## src/rtl/dix_pkg.sv

```systemverilog
package dix_pkg;
  typedef enum logic [1:0] {
    AM_CONST  = 2'd0,
    AM_INC    = 2'd1,
    AM_SINGLE = 2'd2,
    AM_DOUBLE = 2'd3
  } amode_e;

  typedef enum logic [1:0] {
    SY_ELEM  = 2'd0,
    SY_FRAME = 2'd1,
    SY_BLOCK = 2'd2
  } sync_e;

  localparam int REG_SEL_W = 3;
  localparam int REG_DAT_W = 16;
endpackage

```

## src/rtl/dix_cfg_regs.sv

```systemverilog
module dix_cfg_regs
  import dix_pkg::*;
#(
  parameter int ADDR_W    = 32,
  parameter int CNT_W     = 16,
  parameter bit DEST_SIDE = 1'b0
) (
  input  logic                 clk,
  input  logic                 rst_n,
  input  logic                 we,
  input  logic [REG_SEL_W-1:0] sel,
  input  logic [REG_DAT_W-1:0] wdata,
  output logic [ADDR_W-1:0]    base_addr,
  output logic [1:0]           dtype,
  output amode_e               amode,
  output sync_e                sync,
  output logic                 rep_en,
  output logic [CNT_W-1:0]     ecnt,
  output logic [CNT_W-1:0]     fcnt,
  output logic [15:0]          eidx,
  output logic [31:0]          fidx
);
  logic [15:0] ctrl_q;
  logic [31:0] base_q;
  logic [CNT_W-1:0] ecnt_q, fcnt_q;
  logic [15:0] eidx_q;
  logic [31:0] fidx_q;

  always_ff @(posedge clk or negedge rst_n) begin
    if (!rst_n) begin
      ctrl_q <= '0;
      base_q <= '0;
      ecnt_q <= '0;
      fcnt_q <= '0;
      eidx_q <= '0;
      fidx_q <= '0;
    end else if (we) begin
      case (sel)
        3'd0: ctrl_q        <= wdata;
        3'd1: base_q[15:0]  <= wdata;
        3'd2: base_q[31:16] <= wdata;
        3'd3: ecnt_q        <= wdata[CNT_W-1:0];
        3'd4: fcnt_q        <= wdata[CNT_W-1:0];
        3'd5: eidx_q        <= wdata;
        3'd6: fidx_q[15:0]  <= wdata;
        default: fidx_q[31:16] <= wdata;
      endcase
    end
  end

  generate
    if (DEST_SIDE) begin : g_dst
      assign amode = amode_e'(ctrl_q[15:14]);
    end else begin : g_src
      assign amode = amode_e'(ctrl_q[13:12]);
    end
  endgenerate

  assign base_addr = base_q[ADDR_W-1:0];
  assign dtype     = ctrl_q[1:0];
  assign sync      = ctrl_q[6] ? SY_BLOCK : (ctrl_q[5] ? SY_FRAME : SY_ELEM);
  assign rep_en    = ctrl_q[8];
  assign ecnt      = ecnt_q;
  assign fcnt      = fcnt_q;
  assign eidx      = eidx_q;
  assign fidx      = fidx_q;
endmodule

```

## src/rtl/dix_step_calc.sv

```systemverilog
module dix_step_calc
  import dix_pkg::*;
#(
  parameter int ADDR_W = 32
) (
  input  logic [ADDR_W-1:0] cur,
  input  logic [1:0]        dtype,
  input  amode_e            amode,
  input  logic              frame_end,
  input  logic [15:0]       eidx,
  input  logic [31:0]       fidx,
  output logic [ADDR_W-1:0] nxt
);
  localparam int SW = 34;

  logic signed [SW-1:0] es_x, ei_x, fi_x, step;

  always_comb begin
    case (dtype)
      2'd0:    es_x = SW'(1);
      2'd1:    es_x = SW'(2);
      default: es_x = SW'(4);
    endcase
    ei_x = {{(SW-16){eidx[15]}}, eidx};
    fi_x = {{(SW-32){fidx[31]}}, fidx};
    case (amode)
      AM_CONST:  step = '0;
      AM_INC:    step = es_x;
      AM_SINGLE: step = es_x + ei_x - SW'(1);
      default:   step = frame_end ? (es_x + fi_x - SW'(1))
                                  : (es_x + ei_x - SW'(1));
    endcase
  end

  assign nxt = cur + step[ADDR_W-1:0];
endmodule

```

## src/rtl/dix_seq.sv

```systemverilog
module dix_seq
  import dix_pkg::*;
#(
  parameter int ADDR_W = 32,
  parameter int CNT_W  = 16
) (
  input  logic              clk,
  input  logic              rst_n,
  input  logic              start,
  input  logic              trig,
  input  logic [ADDR_W-1:0] c_base,
  input  logic [1:0]        c_dtype,
  input  amode_e            c_amode,
  input  sync_e             c_sync,
  input  logic              c_rep,
  input  logic [CNT_W-1:0]  c_ecnt,
  input  logic [CNT_W-1:0]  c_fcnt,
  input  logic [15:0]       c_eidx,
  input  logic [31:0]       c_fidx,
  output logic              valid,
  input  logic              ready,
  output logic [ADDR_W-1:0] addr,
  output logic              eof,
  output logic              eob
);
  logic [1:0]       a_dtype;
  amode_e           a_amode;
  sync_e            a_sync;
  logic             a_rep;
  logic [CNT_W-1:0] a_ecnt, a_fcnt;
  logic [15:0]      a_eidx;
  logic [31:0]      a_fidx;

  logic [ADDR_W-1:0] cur, nxt;
  logic [CNT_W-1:0]  e_pos, f_pos;
  logic busy, open;
  logic last_e, last_f, acc, blk_end, reload;

  assign last_e  = ({1'b0, e_pos} + 1'b1) >= {1'b0, a_ecnt};
  assign last_f  = ({1'b0, f_pos} + 1'b1) >= {1'b0, a_fcnt};
  assign valid   = busy & open;
  assign acc     = valid & ready;
  assign blk_end = acc & last_e & last_f;
  assign reload  = start | (blk_end & a_rep);

  dix_step_calc #(.ADDR_W(ADDR_W)) u_step (
    .cur(cur), .dtype(a_dtype), .amode(a_amode), .frame_end(last_e),
    .eidx(a_eidx), .fidx(a_fidx), .nxt(nxt)
  );

  // Active snapshot: only refreshed at start or repeat reload.
  always_ff @(posedge clk or negedge rst_n) begin
    if (!rst_n) begin
      a_dtype <= '0; a_amode <= AM_CONST; a_sync <= SY_ELEM; a_rep <= 1'b0;
      a_ecnt  <= '0; a_fcnt  <= '0; a_eidx <= '0; a_fidx <= '0;
    end else if (reload) begin
      a_dtype <= c_dtype; a_amode <= c_amode; a_sync <= c_sync; a_rep <= c_rep;
      a_ecnt  <= c_ecnt;  a_fcnt  <= c_fcnt;  a_eidx <= c_eidx; a_fidx <= c_fidx;
    end
  end

  always_ff @(posedge clk or negedge rst_n) begin
    if (!rst_n) begin
      cur <= '0; e_pos <= '0; f_pos <= '0; busy <= 1'b0; open <= 1'b0;
    end else if (reload) begin
      cur <= c_base; e_pos <= '0; f_pos <= '0; busy <= 1'b1; open <= 1'b0;
    end else if (busy) begin
      if (!open && trig) open <= 1'b1;
      if (acc) begin
        if (last_e && last_f) begin
          busy <= 1'b0;
          open <= 1'b0;
        end else if (last_e) begin
          cur   <= nxt;
          e_pos <= '0;
          f_pos <= f_pos + 1'b1;
          if (a_sync != SY_BLOCK) open <= 1'b0;
        end else begin
          cur   <= nxt;
          e_pos <= e_pos + 1'b1;
          if (a_sync == SY_ELEM) open <= 1'b0;
        end
      end
    end
  end

  assign addr = cur;
  assign eof  = valid & last_e;
  assign eob  = valid & last_e & last_f;


  hold_under_stall_chk: assert property (@(posedge clk) disable iff (!rst_n)
    (valid && !ready && !start) |=> (valid && $stable(addr) && $stable(eof) && $stable(eob)));

  elem_window_close_chk: assert property (@(posedge clk) disable iff (!rst_n)
    (acc && a_sync == SY_ELEM && !start) |=> !valid);

  frame_window_close_chk: assert property (@(posedge clk) disable iff (!rst_n)
    (acc && eof && a_sync == SY_FRAME && !start) |=> !valid);

  const_addr_chk: assert property (@(posedge clk) disable iff (!rst_n)
    (acc && !eob && a_amode == AM_CONST && !start) |=> $stable(addr));

  inc_half_chk: assert property (@(posedge clk) disable iff (!rst_n)
    (acc && !eob && a_amode == AM_INC && a_dtype == 2'd1 && !start)
      |=> (addr == $past(addr) + ADDR_W'(2)));

  idle_after_block_chk: assert property (@(posedge clk) disable iff (!rst_n)
    (blk_end && !a_rep && !start) |=> !valid);
endmodule

```

## src/rtl/dix_addr_gen.sv

```systemverilog
module dix_addr_gen
  import dix_pkg::*;
#(
  parameter int ADDR_W    = 32,
  parameter int CNT_W     = 16,
  parameter bit DEST_SIDE = 1'b0
) (
  input  logic              clk,
  input  logic              rst_n,
  input  logic              cfg_we,
  input  logic [2:0]        cfg_addr,
  input  logic [15:0]       cfg_wdata,
  input  logic              start,
  input  logic              trig,
  output logic              addr_valid,
  input  logic              addr_ready,
  output logic [ADDR_W-1:0] addr_out,
  output logic              addr_eof,
  output logic              addr_eob
);
  logic [ADDR_W-1:0] c_base;
  logic [1:0]        c_dtype;
  amode_e            c_amode;
  sync_e             c_sync;
  logic              c_rep;
  logic [CNT_W-1:0]  c_ecnt, c_fcnt;
  logic [15:0]       c_eidx;
  logic [31:0]       c_fidx;

  dix_cfg_regs #(.ADDR_W(ADDR_W), .CNT_W(CNT_W), .DEST_SIDE(DEST_SIDE)) u_regs (
    .clk(clk), .rst_n(rst_n), .we(cfg_we), .sel(cfg_addr), .wdata(cfg_wdata),
    .base_addr(c_base), .dtype(c_dtype), .amode(c_amode), .sync(c_sync),
    .rep_en(c_rep), .ecnt(c_ecnt), .fcnt(c_fcnt), .eidx(c_eidx), .fidx(c_fidx)
  );

  dix_seq #(.ADDR_W(ADDR_W), .CNT_W(CNT_W)) u_seq (
    .clk(clk), .rst_n(rst_n), .start(start), .trig(trig),
    .c_base(c_base), .c_dtype(c_dtype), .c_amode(c_amode), .c_sync(c_sync),
    .c_rep(c_rep), .c_ecnt(c_ecnt), .c_fcnt(c_fcnt), .c_eidx(c_eidx),
    .c_fidx(c_fidx), .valid(addr_valid), .ready(addr_ready), .addr(addr_out),
    .eof(addr_eof), .eob(addr_eob)
  );
endmodule

```

## config.mk

```make
export PLATFORM = sky130hd
export DESIGN_NAME = dix_addr_gen
export DESIGN_NICKNAME = d
export VERILOG_FILES = /design/src/rtl/dix_pkg.sv /design/src/rtl/dix_cfg_regs.sv /design/src/rtl/dix_step_calc.sv /design/src/rtl/dix_seq.sv /design/src/rtl/dix_addr_gen.sv
export SDC_FILE = /design/constraint.sdc
export NUM_CORES = 1
export LEC_CHECK = 0
export CELL_PAD_IN_SITES_DETAIL_PLACEMENT = 1
export CELL_PAD_IN_SITES_GLOBAL_PLACEMENT = 2
export CORE_AREA = 2 2 263 187
export DETAILED_ROUTE_END_ITERATION = 8
export DIE_AREA = 0 0 265 189
export PLACE_DENSITY = 0.75
export SLEW_MARGIN = 10
export SYNTH_ARGS = -nofsm -noshare
export SYNTH_HDL_FRONTEND = slang
export SYNTH_HIERARCHICAL = 1
export SYNTH_SLANG_ARGS = --single-unit
```

## constraint.sdc

```tcl
create_clock -name clk -period 7.2 [get_ports clk]
set_input_delay 1.08 -clock clk [delete_from_list [all_inputs] [get_ports clk]]
set_output_delay 1.08 -clock clk [all_outputs]
set_load 0.05 [all_outputs]
```

# [Word level (Yosys, flattened, before mapping)]
# Cells that the tools add are included.
# W data, S select, Z words.
[totals] reg_bits=279 input_bits=25 out_inout_bits=35
[classes] n_addsub=9 n_lt_le_gt_ge=2 n_eq_ne=11 muxes=31 bitwise=9 n_reduce_logical=21
[op_table] operator="$mux W16" n=10
[op_table] operator="$mux W32" n=5
[op_table] operator="$pmux W32 S3" n=1
[op_table] operator="$add A16 B1 Y17 const B" n=2
[op_table] operator="$ge A17 B16 Y1" n=2
[op_table] operator="$add A16 B1 Y16 const B" n=2
[op_table] operator="$add A32 B32 Y32" n=1
[op_table] operator="$add A4 B32 Y32" n=1
[op_table] operator="$sub A32 B2 Y32 const B" n=1
[op_table] operator="$sub A17 B2 Y18 const B" n=1
[op_table] operator="$add A4 B16 Y17" n=1
[op_table] operator="$reduce_and A2 Y1" n=8
[op_table] operator="$mux W1" n=13
[op_table] operator="$eq A3 B3 Y1 const B" n=3
[op_table] operator="$and A1 B1 Y1" n=7
[op_table] operator="$reduce_or A7 Y1" n=1
[op_table] operator="$eq A3 B2 Y1 const B" n=2
[op_table] operator="$logic_not A2 Y1" n=3
[op_table] operator="$pmux W3 S2" n=1
[op_table] operator="$reduce_bool A2 Y1" n=3
[op_table] operator="$eq A2 B1 Y1 const B" n=2
[op_table] operator="$reduce_and A4 Y1" n=1
[op_table] operator="$eq A3 B1 Y1 const B" n=1
[op_table] operator="$logic_not A3 Y1" n=1
[op_table] operator="9 further kinds" n=10

# [Longest topological paths before layout]
[logic_depth] depth_word=11 mapped_depth=35

# [Modules after synthesis]
# Netlist, hierarchy kept.
[modules_own_cells] module="dix_seq" n_inst=1 cells_per_inst=689 area_each_um2=7577.3 seq_area_each_um2=3828.7
[modules_own_cells] module="dix_cfg_regs" n_inst=1 cells_per_inst=266 area_each_um2=4769.6 seq_area_each_um2=2977.9
[modules_own_cells] module="dix_step_calc" n_inst=1 cells_per_inst=603 area_each_um2=4176.5 seq_area_each_um2=0.0

# [Least setup slack after synthesis]
# OpenSTA, ideal clock, no wires.
[synth_timing] kind="reg-to-reg" startpoint="register u_seq.e_pos[2]" endpoint="register u_seq.cur[30], in the netlist u_seq/addr[30]" setup_ns=0.077 arrival_ns=6.092 slack_ns=1.030 path_stages_with_launch=36 synth_period_minus_slack_ns=6.170 cell_sequence="dfrtp_1 buf_4 and4_1 nand2_1 nor2_1 and3_1 and3_1 xor2_1 ha_1 nand3_1 o221ai_1 a211oi_1 o21a_1 buf_6 inv_4 buf_2 and2_1 clkbuf_1 clkbuf_1 nand2_1 nand3_1 o21ai_0 ha_1 fa_1 a21o_1 a21oi_2 o211a_1 o31a_1 nand2b_1 o41ai_1 or4_1 a31o_1 a21oi_1 xnor2_1 mux2i_1 a21oi_1"
[synth_via] elab_chain_len=9 word_cells_on_any_way=18 cone_classes="2 x add/sub; 1 x order compare; 1 x eq/ne; 6 x mux; 4 x bitwise; 4 x reduce/logical"
[synth_rtl] item="start: declaration" line="dix_seq.sv:35" source="logic [CNT_W-1:0] e_pos, f_pos;"
[synth_rtl] item="start signal: assignment" line="dix_seq.sv:80" source="e_pos <= e_pos + 1'b1;"
[synth_rtl] item="$add A16 B1 Y17" line="dix_seq.sv:39" source="assign last_e = ({1'b0, e_pos} + 1'b1) >= {1'b0, a_ecnt};"
[synth_rtl] item="$ge A17 B16 Y1" line="dix_seq.sv:39"
[synth_rtl] item="net u_seq.last_e" line="dix_seq.sv:37" source="logic last_e, last_f, acc, blk_end, reload;"
[synth_rtl] item="$mux W32" line="dix_step_calc.sv:30" source="default: step = frame_end ? (es_x + fi_x - SW'(1))"
[synth_rtl] item="$pmux W32 S3" line="dix_step_calc.sv:26" source="case (amode)"
[synth_rtl] item="$add A32 B32 Y32" line="dix_step_calc.sv:35" source="assign nxt = cur + step[ADDR_W-1:0];"
[synth_rtl] item="net u_seq.nxt[30]" line="dix_seq.sv:34" source="logic [ADDR_W-1:0] cur, nxt;"
[synth_rtl] item="$mux W32" line="dix_seq.sv:70" source="if (last_e && last_f) begin"
[synth_rtl] item="$mux W32" line="dix_seq.sv:69" source="if (acc) begin"
[synth_rtl] item="$mux W32" line="dix_seq.sv:67" source="end else if (busy) begin"
[synth_rtl] item="$mux W32" line="dix_seq.sv:65" source="end else if (reload) begin"
[synth_rtl] item="end signal: assignment" line="dix_seq.sv:74" source="cur <= nxt;"
[synth_rtl] item="end signal: assignment" line="dix_seq.sv:79" source="cur <= nxt;"
[synth_rtl] item="end: declaration" line="dix_seq.sv:34"
# The timed path passes the listed nets, and every way through them passes these cells. The select of a mux whose other input is x is not followed.
# A chain may end at the register's enable or synchronous reset.

# [Worst setup path in the final report]
[layout_timing] startpoint="register u_seq.e_pos[2]" endpoint="register u_seq.cur[30], in the netlist u_seq/addr[30]"
[layout_via] elab_chain_len=9 word_cells_on_any_way=18 cone_classes="2 x add/sub; 1 x order compare; 1 x eq/ne; 6 x mux; 4 x bitwise; 4 x reduce/logical"
[layout_rtl] item="$add A16 B1 Y17" line="dix_seq.sv:39"
[layout_rtl] item="$ge A17 B16 Y1" line="dix_seq.sv:39"
[layout_rtl] item="$mux W32" line="dix_step_calc.sv:30"
[layout_rtl] item="$pmux W32 S3" line="dix_step_calc.sv:26"
[layout_rtl] item="$add A32 B32 Y32" line="dix_step_calc.sv:35"
[layout_rtl] item="net u_seq.nxt[30]" line="dix_seq.sv:34"
[layout_rtl] item="$mux W32" line="dix_seq.sv:70"
[layout_rtl] item="$mux W32" line="dix_seq.sv:69"
[layout_rtl] item="$mux W32" line="dix_seq.sv:67"
[layout_rtl] item="$mux W32" line="dix_seq.sv:65"
# The timed path passes the listed nets, and every way through them passes these cells. The select of a mux whose other input is x is not followed.

==> run_results.csv <==
group,metric,value,unit
outcome,status,"finished, final reports clean",
sta,fmax,0.151,GHz
die,ios,60,
synth,ys_seq_elements,272,
global_routing,overflow,0,
cts,clkTransAtPathRegs,70,ps
cts,cts_tree,"done",
synth,synth_top_area_frac,0.412,
synth,syn_avg_cell_area,10.6,sq um
global_routing,grt_max_degree,170,
routing,via_per_inst,5.29,
run,drv_cap,0,
sta,setup_viol,0,
sta,tns,0,ps
sta,tightestPinTransition,1190,ps
cells_and_area,fin_util,0.392,
worst_setup_path,slowest_stage,"o41ai_1",
synth,synth_area,16500,sq um
routing,drc_errors,0,
routing,via_count,11800,
synth,synth-seq-area-share,0.412,
synth,async_flop_share,1.00,
routing,dr.pass1.iters,4,
power_and_ir_drop,power.leakage,8.67,nW
cts,post_cts_buffers,0,
routing,drt_iter0_drc,475,
sta,finalCritPeriodShare,0.920,
die,coreArea,47400,sq um
worst_setup_path,cp.arrival,7030,ps
cts,cts_buffers,29,
placement,placed_area,17500,sq um
cts,htree_num_levels,1,
placement,numPortBuffers,59,
placement,place_hpwl,32100,um
cts,clk_path_buf_depth,3,
cells_and_area,fillCellCount,5230,
power_and_ir_drop,vdd.ir_drop.worst,0.173,mV
sta,rsz0062_at_grt,"no",
cts,cts_hold_repair.buffers,0,
worst_setup_path,slowest_delay,700,ps
synth,synth_edf_count,0,
worst_setup_path,critical_path_class,"flop to flop",
routing,wire_per_inst,20.1,um
global_routing,grt_first_pass_wirelength,72000,um
die,dieArea,50100,sq um
worst_setup_path,crit_fanout,20,
worst_setup_path,worst_setup_path_start_kind,"flop",
synth,synth_cells,1558,
cells_and_area,nets,1738,
power_and_ir_drop,p_per_area,381,nW/um^2
routing,drtAntennaViolNets,0,
worst_setup_path,ff2ff_setup_slack,580,ps
die,die-width,265,um
synth,ys_types,79,
global_routing,antenna_found_initial,6,
sta,finalClockSkew,15.2,ps
cells_and_area,drive_gt1_frac,0.165,
synth,yosysWarnings,6,
sta,maxSlewHeadroom,0.206,
die,die_h,189,um
die,initial_core_util,0.348,
cts,worst_skew_pair.late_latency,570,ps
sta,slew_violations,0,
cells_and_area,fin_area,18600,sq um
cells_and_area,area_growth,12.6,%
sta,period_minus_slack,6620,ps
cts,clkSinkCount,272,
global_routing,grt_pass1_vias,12500,
synth,synth-main-ff-cell,"dfrtp_1",
synth,syn_nets,1702,
global_routing,grt_usage,0.182,
power_and_ir_drop,power,7.08,mW
cts,cts_root_buffer,"clkbuf_16",
synth,synth_area_leader_cell,"dfrtp_1",
synth,synth_area_leaders,"dfrtp_1 41%, mux2_2 9.6%, ha_1 8.8%",
sta,hold_viol_final,0,
worst_hold_path,min-delay-path-class,"flop to flop",
die,num_rows,67,
placement,gp_congestion,0.858,
worst_setup_path,worstPathRequired,7610,ps
worst_setup_path,end_kind,"flop",
routing,drt_wl_total,45000,um
worst_setup_path,cp_common_cell,"nand2_1",
[cell usage after synthesis (all sizes together), types with 9 or more instances]
| cell | n |
|---|---|
| a21oi | 126 |
| nand4 | 18 |
| nand2 | 86 |
| xnor2 | 63 |
| a211oi | 16 |
| clkbuf | 17 |
| ha | 116 |
| o21ai | 77 |
| a22o | 10 |
| o21bai | 10 |
| a21o | 39 |
| nor2b | 9 |
| buf | 46 |
| and3 | 15 |
| o21a | 14 |
| xor2 | 43 |
| nor3 | 12 |
| mux2i | 33 |
| nor2 | 95 |
| nand3 | 28 |
| inv | 119 |
| mux2 | 175 |
| dfrtp | 272 |
[cells by family (layout without fill, tap and decap cells)]
| logic type | Yosys count | in the layout | synth area share |
|---|---|---|---|
| fa+ha+maj | 119 | 119 | 0.0915 |
| simple gates | 316 | 316 | 0.0987 |
| other cells | 0 | 1 | 0 |
| flops | 272 | 272 | 0.412 |
| buf+inv | 182 | 241 | 0.0574 |
| xor+xnor | 106 | 106 | 0.0562 |
| compound gates | 355 | 355 | 0.138 |
| mux | 208 | 208 | 0.146 |
[path summary, 6_finish.rpt]
path	start	end	cells after the start
worst max-delay path	u_seq/e_pos[2]$_DFFE_PN0P_	u_seq/addr[30]$_DFFE_PN0P_	28
worst min-delay path	u_regs/ecnt[7]$_DFFE_PN0P_	u_seq/a_ecnt[7]$_DFFE_PN0P_	2
worst max register to register	u_seq/e_pos[2]$_DFFE_PN0P_	u_seq/addr[30]$_DFFE_PN0P_	28
worst min register to register	u_regs/ecnt[7]$_DFFE_PN0P_	u_seq/a_ecnt[7]$_DFFE_PN0P_	2
max in group asynchronous	rst_n	u_seq/a_fidx[0]$_DFFE_PN0P_	2
min in group asynchronous	rst_n	u_regs/base_addr[29]$_DFFE_PN0P_	1
[cells in the final DEF, fill, tap and decap left out, types with 4 or more instances in the layout]
master and count:
a211o_1 4, a211oi_1 15, a21o_1 38, a21oi_1 123
a22o_1 10, a31oi_1 8, a41o_1 4, a41oi_1 5
and2_1 8, and3_1 15, and4_1 7, buf_4 7
bufinv_16 5, clkbuf_16 29, clkbuf_8 11, clkdlybuf4s50_1 58
dfrtp_1 272, ha_1 116, inv_1 117, mux2_1 4
mux2_2 141, mux2_4 30, mux2i_1 33, nand2_1 85
nand2b_1 8, nand3_1 27, nand4_1 17, nor2_1 95
nor2b_1 9, nor3_1 9, nor4_1 4, o21a_1 14
o21ai_0 48, o21ai_1 28, o21bai_1 10, o22ai_1 8
or2_2 6, or3_1 5, xnor2_1 63, xor2_1 43
[timing repair]
item                                   in CTS  in global routing
gates resized for setup                     0                  1
endpoints found under the hold margin       0                  0
setup endpoints to repair                   0                  2
[cell type report]
| class | instances | area [sq um] | area share |
|---|---|---|---|
| Sequential cell | 272 | 6810 | 0.366 |
| Clock buffer | 41 | 881 | 0.0473 |
| Clock inverter | 13 | 210 | 0.0113 |
| Multi-Input combinational cell | 1104 | 8790 | 0.473 |
| Timing Repair Buffer | 68 | 688 | 0.0370 |
| Tap cell | 621 | 777 | 0.0418 |
| Inverter | 119 | 449 | 0.0241 |
| Antenna cell | 1 | 2.50 | 0.000134 |
[stage by stage]
stage	worst slack (ps)	cells	hold WS [ps]
floorplan	1030	1558	444
global placement	747	2184	465
detailed placement	491	2184	475
CTS	452	2238	489
global route	28.1	2238	516
finish	578	2239	485
[state kept, by name, summed over array words and instances (netlist names), 2 cells and up]
name,cells
u_regs/fidx,32
u_seq/addr,32
u_seq/f_pos,16
u_regs/fcnt,16
u_seq/a_ecnt,16
u_seq/a_eidx,16
u_seq/e_pos,16
u_seq/a_dtype,2
u_seq/a_fidx,32
u_seq/a_sync,2
u_regs/eidx,16
u_regs/ecnt,16
u_seq/a_amode,2
u_regs/ctrl_q,7
u_seq/a_fcnt,16
u_regs/base_addr,32
[layer usage]
| metal | global-route usage | wire [um] | vias to the layer above |
|---|---|---|---|
| met1 | 0.270 | 23400 | 6053 |
| met3 | 0.0230 | 1150 | 52 |
| met4 | 0.0382 | 946 | 0 |
| met2 | 0.284 | 19500 | 129 |
| met5 | 0 | 0 | - |
| li1 | - | - | 5603 |
[critical path: cells and delay by family, from the launching register on]
kind,cells,cell delay (ps)
xor+xnor,2,220
flops,1,480
compound gates,11,2180
simple gates,11,2490
buf+inv,1,230
fa+ha+maj,2,670
mux,1,130
[report_power, final]
part / total (mW) / internal (mW) / switching [mW]
Combinational: 3.31 / 1.43 / 1.88
Clock: 1.70 / 1.03 / 0.670
Sequential: 2.07 / 1.85 / 0.220
Power figures use the tool's default switching activity.
